$ cat config.mk
export PLATFORM = sky130hd
export DESIGN_NAME = cmp_stat_ctl
export DESIGN_NICKNAME = d
export VERILOG_FILES = /design/src/rtl/cmp_stat_pkg.sv /design/src/rtl/cmp_sync.sv /design/src/rtl/cmp_edge.sv /design/src/rtl/cmp_col.sv /design/src/rtl/cmp_stat_ctl.sv
export SDC_FILE = /design/constraint.sdc
export NUM_CORES = 1
export LEC_CHECK = 0
export ABC_AREA = 0
export BUFFER_PORTS_ARGS = -buffer_cell sky130_fd_sc_hd__buf_4
export CORE_AREA = 8 8 45 47
export CTS_CLUSTER_DIAMETER = 150
export CTS_CLUSTER_SIZE = 24
export DETAILED_ROUTE_END_ITERATION = 10
export DIE_AREA = 0 0 53 55
export PLACE_DENSITY_LB_ADDON = 0.3
export REMOVE_ABC_BUFFERS = 1
export SYNTH_ARGS = -nofsm -noshare
export SYNTH_HDL_FRONTEND = slang
export SYNTH_HIERARCHICAL = 1
export SYNTH_SLANG_ARGS = --single-unit
$ cat constraint.sdc
create_clock -name clk -period 2.9 [get_ports clk]
set_clock_uncertainty 0.05 [all_clocks]
set_input_delay 0.435 -clock clk [delete_from_list [all_inputs] [get_ports clk]]
set_output_delay 0.435 -clock clk [all_outputs]
set_load 0.1 [all_outputs]
$ cat src/rtl/cmp_stat_pkg.sv
package cmp_stat_pkg;
    localparam int unsigned NUM_COLS  = 2;
    localparam int unsigned REG_W     = 8;
    localparam int unsigned STAT_LSB  = 4;
    localparam int unsigned SEL_LSB   = 0;
    localparam int unsigned SYNC_DEPTH = 2;
endpackage

$ cat src/rtl/cmp_sync.sv
module cmp_sync #(
    parameter int unsigned W      = 1,
    parameter int unsigned STAGES = 2
) (
    input  logic         clk,
    input  logic         rst_n,
    input  logic [W-1:0] din,
    output logic [W-1:0] dout
);
    typedef struct packed {
        logic [STAGES-1:0][W-1:0] stg;
    } sync_st_t;

    sync_st_t st_d, st_q;

    always_comb begin
        st_d = st_q;
        st_d.stg[0] = din;
        for (int k = 1; k < STAGES; k++) begin
            st_d.stg[k] = st_q.stg[k-1];
        end
    end

    always_ff @(posedge clk or negedge rst_n) begin
        if (!rst_n) st_q <= '0;
        else        st_q <= st_d;
    end

    assign dout = st_q.stg[STAGES-1];
endmodule

$ cat src/rtl/cmp_edge.sv
module cmp_edge #(
    parameter int unsigned STAGES = 2
) (
    input  logic clk,
    input  logic rst_n,
    input  logic ph_in,
    output logic rise,
    output logic fall
);
    typedef struct packed {
        logic prev;
    } edge_st_t;

    edge_st_t st_d, st_q;
    logic     ph_s;

    cmp_sync #(.W(1), .STAGES(STAGES)) u_ph_sync (
        .clk  (clk),
        .rst_n(rst_n),
        .din  (ph_in),
        .dout (ph_s)
    );

    always_comb begin
        st_d      = st_q;
        st_d.prev = ph_s;
    end

    always_ff @(posedge clk or negedge rst_n) begin
        if (!rst_n) st_q <= '0;
        else        st_q <= st_d;
    end

    assign rise = ph_s & ~st_q.prev;
    assign fall = ~ph_s & st_q.prev;


    fall_pulse_single_chk: assert property (@(posedge clk) disable iff (!rst_n)
        fall |=> !fall);
endmodule

$ cat src/rtl/cmp_col.sv
module cmp_col (
    input  logic clk,
    input  logic rst_n,
    input  logic cmp_s,
    input  logic ldis,
    input  logic rise,
    input  logic fall,
    input  logic sel,
    output logic stat_o,
    output logic irq_o
);
    typedef struct packed {
        logic stat;
    } col_st_t;

    col_st_t st_d, st_q;

    always_comb begin
        st_d = st_q;
        if (rise) st_d.stat = cmp_s;
    end

    always_ff @(posedge clk or negedge rst_n) begin
        if (!rst_n) st_q <= '0;
        else        st_q <= st_d;
    end

    assign stat_o = ldis ? cmp_s : st_q.stat;
    assign irq_o  = sel ? fall : stat_o;


    stat_hold_chk: assert property (@(posedge clk) disable iff (!rst_n)
        (!ldis && !rise) |=> (ldis || $stable(stat_o)));


    irq_pulse_chk: assert property (@(posedge clk) disable iff (!rst_n)
        (sel && irq_o) |=> (!sel || !irq_o));
endmodule

$ cat src/rtl/cmp_stat_ctl.sv
module cmp_stat_ctl
    import cmp_stat_pkg::*;
#(
    parameter int unsigned N_COL   = NUM_COLS,
    parameter int unsigned RW      = REG_W,
    parameter int unsigned ST_LSB  = STAT_LSB,
    parameter int unsigned SL_LSB  = SEL_LSB,
    parameter int unsigned SYNC_N  = SYNC_DEPTH
) (
    input  logic             clk,
    input  logic             rst_n,
    input  logic             reg_wr,
    input  logic [RW-1:0]    reg_wdata,
    output logic [RW-1:0]    reg_rdata,
    input  logic [N_COL-1:0] cmp_in,
    input  logic             phi2_in,
    input  logic [N_COL-1:0] latch_dis,
    output logic [N_COL-1:0] irq
);
    localparam logic [RW-1:0] ONES      = '1;
    localparam logic [RW-1:0] COL_MASK  = RW'((1 << N_COL) - 1);
    localparam logic [RW-1:0] USED_MASK = (COL_MASK << ST_LSB) | (COL_MASK << SL_LSB);
    localparam logic [RW-1:0] RSVD_MASK = ONES & ~USED_MASK;

    typedef struct packed {
        logic [N_COL-1:0] sel;
    } top_st_t;

    top_st_t          st_d, st_q;
    logic [N_COL-1:0] cmp_s;
    logic [N_COL-1:0] stat;
    logic             ph_rise, ph_fall;

    cmp_sync #(.W(N_COL), .STAGES(SYNC_N)) u_cmp_sync (
        .clk  (clk),
        .rst_n(rst_n),
        .din  (cmp_in),
        .dout (cmp_s)
    );

    cmp_edge #(.STAGES(SYNC_N)) u_ph_edge (
        .clk  (clk),
        .rst_n(rst_n),
        .ph_in(phi2_in),
        .rise (ph_rise),
        .fall (ph_fall)
    );

    for (genvar c = 0; c < N_COL; c++) begin : g_col
        cmp_col u_col (
            .clk   (clk),
            .rst_n (rst_n),
            .cmp_s (cmp_s[c]),
            .ldis  (latch_dis[c]),
            .rise  (ph_rise),
            .fall  (ph_fall),
            .sel   (st_q.sel[c]),
            .stat_o(stat[c]),
            .irq_o (irq[c])
        );
    end

    always_comb begin
        st_d = st_q;
        if (reg_wr) st_d.sel = reg_wdata[SL_LSB +: N_COL];
    end

    always_ff @(posedge clk or negedge rst_n) begin
        if (!rst_n) st_q <= '0;
        else        st_q <= st_d;
    end

    always_comb begin
        reg_rdata = '0;
        reg_rdata[ST_LSB +: N_COL] = stat;
        reg_rdata[SL_LSB +: N_COL] = st_q.sel;
    end


    rsvd_zero_chk: assert property (@(posedge clk) disable iff (!rst_n)
        (reg_rdata & RSVD_MASK) == '0);


    sel_write_chk: assert property (@(posedge clk) disable iff (!rst_n)
        reg_wr |=> reg_rdata[SL_LSB +: N_COL] == $past(reg_wdata[SL_LSB +: N_COL]));
endmodule

# Yosys cells after proc, flatten, opt, wreduce, memory -nomap -nowiden
# Index checks and enable logic that the tools add are counted.
# Widths: inputs -> output; s select.
[totals] register_bits=11 inputBits=16 output_inout_bits=10 word_cells=16
[classes] mux=4 bitwise=4
[op_table] cell="$mux 1" count=4
[op_table] cell="$and 1x1->1" count=2
[op_table] cell="$not 1->1" count=2

# Depth between registers and ports, before layout
[logic_depth] word_depth=3 depth_mapped=2 mapped_depth_nobuf=2

# Modules after synthesis
# Netlist, hierarchy kept.
[by_module_without_submodules] module="cmp_col" n_inst=2 cells_per_inst=4 area_each_um2=62.6 seq_area_each_um2=25.0
[by_module_without_submodules] module="cmp_stat_ctl" n_inst=1 cells_per_inst=9 area_each_um2=106.4 seq_area_each_um2=50.0
[by_module_without_submodules] module="cmp_sync at u_cmp_sync" n_inst=1 cells_per_inst=4 area_each_um2=100.1 seq_area_each_um2=100.1
[by_module_without_submodules] module="cmp_sync at u_ph_edge.u_ph_sync" n_inst=1 cells_per_inst=2 area_each_um2=50.0 seq_area_each_um2=50.0
[by_module_without_submodules] module="cmp_edge" n_inst=1 cells_per_inst=3 area_each_um2=40.0 seq_area_each_um2=25.0

# Worst setup path before layout
# No wires, ideal clock.
[synth_path] path_kind="register to output" from="register st_q[0] (netlist name)" to="output irq[0]" t_arrival_ns=1.570 t_required_ns=2.415 setup_slack_ns=0.845 path_stages_with_launch=2 n_path_buf=0 path_cell_list="dfrtp_1 -> mux2_2"
[synth_rtl] item="end, declared" line="cmp_stat_ctl.sv:18" text="output logic [N_COL-1:0] irq"

# Worst setup path in the final report
[layout_path] from="register g_col[0].u_col.st_q" to="output irq[0]"
[layout_via] elab_chain_len=2
[layout_lines] item="start, declared" line="cmp_col.sv:16" text="col_st_t st_d, st_q;"
[layout_lines] item="start signal, assigned" line="cmp_col.sv:25" text="else st_q <= st_d;"
[layout_lines] item="$mux 1" line="cmp_col.sv:28" text="assign stat_o = ldis ? cmp_s : st_q.stat;"
[layout_lines] item="$mux 1" line="cmp_col.sv:29" text="assign irq_o = sel ? fall : stat_o;"
# No other way between the ends.

==> impl_metrics.prom <==
# TYPE chip_impl_metric gauge
chip_impl_info{name="outcome",value="completed"} 1
chip_impl_metric{name="cts_buffers",unit=""} 3
chip_impl_metric{name="fp-row-count",unit=""} 14
chip_impl_metric{name="synth.ff_latch_count",unit=""} 11
chip_impl_metric{name="timing.fmax",unit="MHz"} 527
chip_impl_metric{name="groute.usage.overall",unit=""} 0.0536
chip_impl_metric{name="finalCritPeriodShare",unit=""} 0.654
chip_impl_metric{name="max_cap_violations",unit=""} 0
chip_impl_metric{name="hold_path_depth",unit=""} 1
chip_impl_info{name="grt_setup_unrepaired",value="no"} 1
chip_impl_metric{name="drive_gt1_frac",unit=""} 0.600
chip_impl_metric{name="postCtsSetupBuffers",unit=""} 0
chip_impl_metric{name="via_count_of_the_first_global_routing_pass",unit=""} 256
chip_impl_metric{name="final_util",unit=""} 0.413
chip_impl_metric{name="cp_data_arrival_time",unit="ns"} 1.41
chip_impl_metric{name="post_synth_instance_area",unit="um2"} 422
chip_impl_metric{name="syn-mean-instance-area",unit="um2"} 16.2
chip_impl_metric{name="finalSetupViolations",unit=""} 0
chip_impl_metric{name="remaining_drc_errors",unit=""} 0
chip_impl_metric{name="grt_start_max_net_pins",unit=""} 12
chip_impl_metric{name="routed_via_density",unit=""} 4.05
chip_impl_info{name="hold-path-endpoint",value="u_ph_edge/u_ph_sync/st_d[1]"} 1
chip_impl_metric{name="area_inside_the_core_boundary",unit="um2"} 1380
chip_impl_metric{name="final_layout_setup_total_negative_slack",unit="ns"} 0
chip_impl_metric{name="drt_wl_total",unit="um"} 712
chip_impl_metric{name="cp_max_fo",unit=""} 2
chip_impl_info{name="r2r-end",value="g_col[0].u_col/st_q"} 1
chip_impl_info{name="worstHoldPathType",value="in2reg"} 1
chip_impl_metric{name="yosysWarnings",unit=""} 6
chip_impl_metric{name="floorplan.initialDensity",unit=""} 0.305
chip_impl_metric{name="routedWlPerCell",unit="um"} 11.7
chip_impl_metric{name="drt_first_iter_violations",unit=""} 0
chip_impl_metric{name="drtPass1Iterations",unit=""} 1
chip_impl_metric{name="sequentialPowerShare",unit=""} 0.409
chip_impl_metric{name="netSwitchingFraction",unit=""} 0.392
chip_impl_metric{name="port_buffers",unit=""} 15
chip_impl_metric{name="power_density",unit="nW/um2"} 733
chip_impl_metric{name="dieWidth",unit="um"} 53
chip_impl_metric{name="synth_cells",unit=""} 26
chip_impl_metric{name="antenna-diode-count",unit=""} 0
chip_impl_metric{name="grt_antenna_before_repair",unit=""} 0
chip_impl_metric{name="pwr-share-comb",unit=""} 0.355
chip_impl_metric{name="cp_data_required_time",unit="ns"} 2.41
chip_impl_metric{name="clockBufferDepth",unit=""} 2
chip_impl_metric{name="power.net_switching",unit="mW"} 0.164
chip_impl_metric{name="numClockSinks",unit=""} 11
chip_impl_info{name="worstSetupStartpointType",value="flip-flop"} 1
chip_impl_metric{name="ioPinCount",unit=""} 26
chip_impl_metric{name="globalRoute.totalOverflow",unit=""} 0
chip_impl_info{name="root_buffer",value="sky130_fd_sc_hd__clkbuf_4"} 1
chip_impl_metric{name="h-tree-depth",unit=""} 1
chip_impl_metric{name="cts.reportedPaths.clkPinSlew",unit="ns"} 0.07
chip_impl_metric{name="irDropWorstVdd",unit="V"} 0.000338
chip_impl_metric{name="routability_cong",unit=""} 0.652
chip_impl_metric{name="die_area",unit="um2"} 2920
chip_impl_metric{name="final_period_minus_worst_setup_slack",unit="ns"} 1.90
chip_impl_metric{name="filler_instances",unit=""} 124
chip_impl_metric{name="dpl.cell_count",unit=""} 56
chip_impl_metric{name="final_instance_count_excl_fillers",unit=""} 61
chip_impl_metric{name="fin_area",unit="um2"} 572
chip_impl_metric{name="pre_cts_slack",unit="ns"} 1.08
chip_impl_info{name="path_class",value="reg2out"} 1
chip_impl_metric{name="drv_slew",unit=""} 0
chip_impl_info{name="r2r-start",value="u_ph_edge/u_ph_sync/dout"} 1
chip_impl_metric{name="timing_hold_violations_final",unit=""} 0
chip_impl_metric{name="seq_area_frac_synth",unit=""} 0.653
chip_impl_metric{name="antenna_left",unit=""} 0
chip_impl_metric{name="internal_power",unit="mW"} 0.255
chip_impl_info{name="tritoncts",value="yes"} 1
chip_impl_metric{name="power.share.clock",unit=""} 0.236
chip_impl_metric{name="hold_slack",unit="ns"} 0.229
chip_impl_metric{name="synthToLayoutAreaGrowth",unit="%"} 35.6
chip_impl_metric{name="clkLatencyLatePin",unit="ns"} 0.26
chip_impl_metric{name="finish.net_count",unit=""} 62
chip_impl_metric{name="via_count",unit=""} 247
chip_impl_metric{name="reg2reg_slack",unit="ns"} 1.82
chip_impl_metric{name="total_leakage_power",unit="nW"} 0.281
chip_impl_metric{name="fp.dieH",unit="um"} 55
chip_impl_info{name="hold_start",value="phi2_in"} 1
chip_impl_metric{name="total_power",unit="mW"} 0.419
chip_impl_metric{name="number_of_different_library_cells_in_the_post_synthesis_netlist",unit=""} 7
chip_impl_metric{name="placement.cell_area",unit="um2"} 536
chip_impl_metric{name="timing.final.ws_setup",unit="ns"} 1.00
chip_impl_metric{name="grt_first_pass_wirelength",unit="um"} 1070
chip_impl_metric{name="ff2ff_path_depth",unit=""} 2
chip_impl_info{name="cp-end-kind",value="output pin"} 1
## cell usage after synthesis
| cell type | instances | area [um2] |
|---|---|---|
| sky130_fd_sc_hd__and2b_2 | 1 | 8.76 |
| sky130_fd_sc_hd__buf_4 | 4 | 30.0 |
| sky130_fd_sc_hd__conb_1 | 1 | 3.75 |
| sky130_fd_sc_hd__dfrtp_1 | 11 | 275 |
| sky130_fd_sc_hd__mux2_2 | 6 | 67.6 |
| sky130_fd_sc_hd__mux2_4 | 2 | 30.0 |
| sky130_fd_sc_hd__nor2b_1 | 1 | 6.26 |
## worst max-delay path: stages, from the launching register on
cell,delay (ns)
sky130_fd_sc_hd__dfrtp_1,0.38
sky130_fd_sc_hd__mux2_4,0.28
sky130_fd_sc_hd__mux2_2,0.26
sky130_fd_sc_hd__buf_4,0.23
## area by class of cell
| cell class | instances | area (um2) | share of cell area |
|---|---|---|---|
| sequential | 11 | 275 | 0.481 |
| multi-input combinational | 14 | 128 | 0.223 |
| timing repair buffer | 16 | 123 | 0.214 |
| clock buffer | 4 | 26.3 | 0.0460 |
| tap | 16 | 20.0 | 0.0350 |
## state kept, by name, summed over array words and instances (netlist names)
| signal | count |
|---|---|
| st_q | 2 |
| u_ph_edge/u_ph_sync/st_d | 1 |
| u_cmp_sync/st_d | 2 |
| u_ph_edge/u_ph_sync/dout | 1 |
| u_cmp_sync/dout | 2 |
| u_ph_edge/st_q | 1 |
| g_col.u_col/st_q | 2 |
## power groups by stage
| stage | Combinational, mW | Clock (mW) | Sequential [mW] |
|---|---|---|---|
| 6_report | 0.149 | 0.0988 | 0.172 |
| 5_1_grt | 0.154 | 0.116 | 0.173 |
| 4_1_cts | 0.150 | 0.105 | 0.172 |
| 3_5_place_dp | 0.149 | 0 | 0.175 |
| 3_3_place_gp | 0.148 | 0 | 0.174 |
| 2_1_floorplan | 0.0985 | 0 | 0.194 |
## placed cells by master (no fill, tap or decap)
cell type	synthesis	routed
sky130_fd_sc_hd__nor2b_1	1	1
sky130_fd_sc_hd__buf_4	4	15
sky130_fd_sc_hd__and2b_2	1	1
sky130_fd_sc_hd__mux2_2	6	6
sky130_fd_sc_hd__mux2_4	2	2
sky130_fd_sc_hd__clkbuf_4	0	3
sky130_fd_sc_hd__dfrtp_1	11	11
sky130_fd_sc_hd__dlygate4sd3_1	0	1
sky130_fd_sc_hd__conb_1	1	4
sky130_fd_sc_hd__clkbuf_1	0	1
## cell families after synthesis
family / after synthesis / share of synthesized area
simple gates: 2 / 0.0356
flops: 11 / 0.653
buf+inv: 4 / 0.0712
mux: 8 / 0.231
other cells: 1 / 0.00889
## worst max-delay path by stage
stage	start	end	slack (ns)	depth (start not counted)
4_1_cts	g_col[0].u_col/st_q	irq[0]	0.98	3
3_3_place_gp	latch_dis[0]	irq[0]	1.08	4
6_report	g_col[0].u_col/st_q	irq[0]	1.00	3
2_1_floorplan	st_q[0]	irq[0]	0.84	1
3_5_place_dp	latch_dis[0]	irq[0]	1.08	4
5_1_grt	g_col[0].u_col/st_q	irq[0]	0.95	3
## timing repair
action | in CTS | in global routing
gates resized for setup | 0 | 0
hold buffers | 1 | 0
hold endpoints to repair | 11 | 0
## layer usage
layer / global-route usage / wire length (um) / up-vias
met5: 0 / 0 / -
li1: - / - / 115
met3: 0.0294 / 116 / 0
met4: 0.0517 / 0 / 0
met2: 0.0762 / 316 / 16
met1: 0.0549 / 278 / 116
Power figures use the tool's default switching activity.
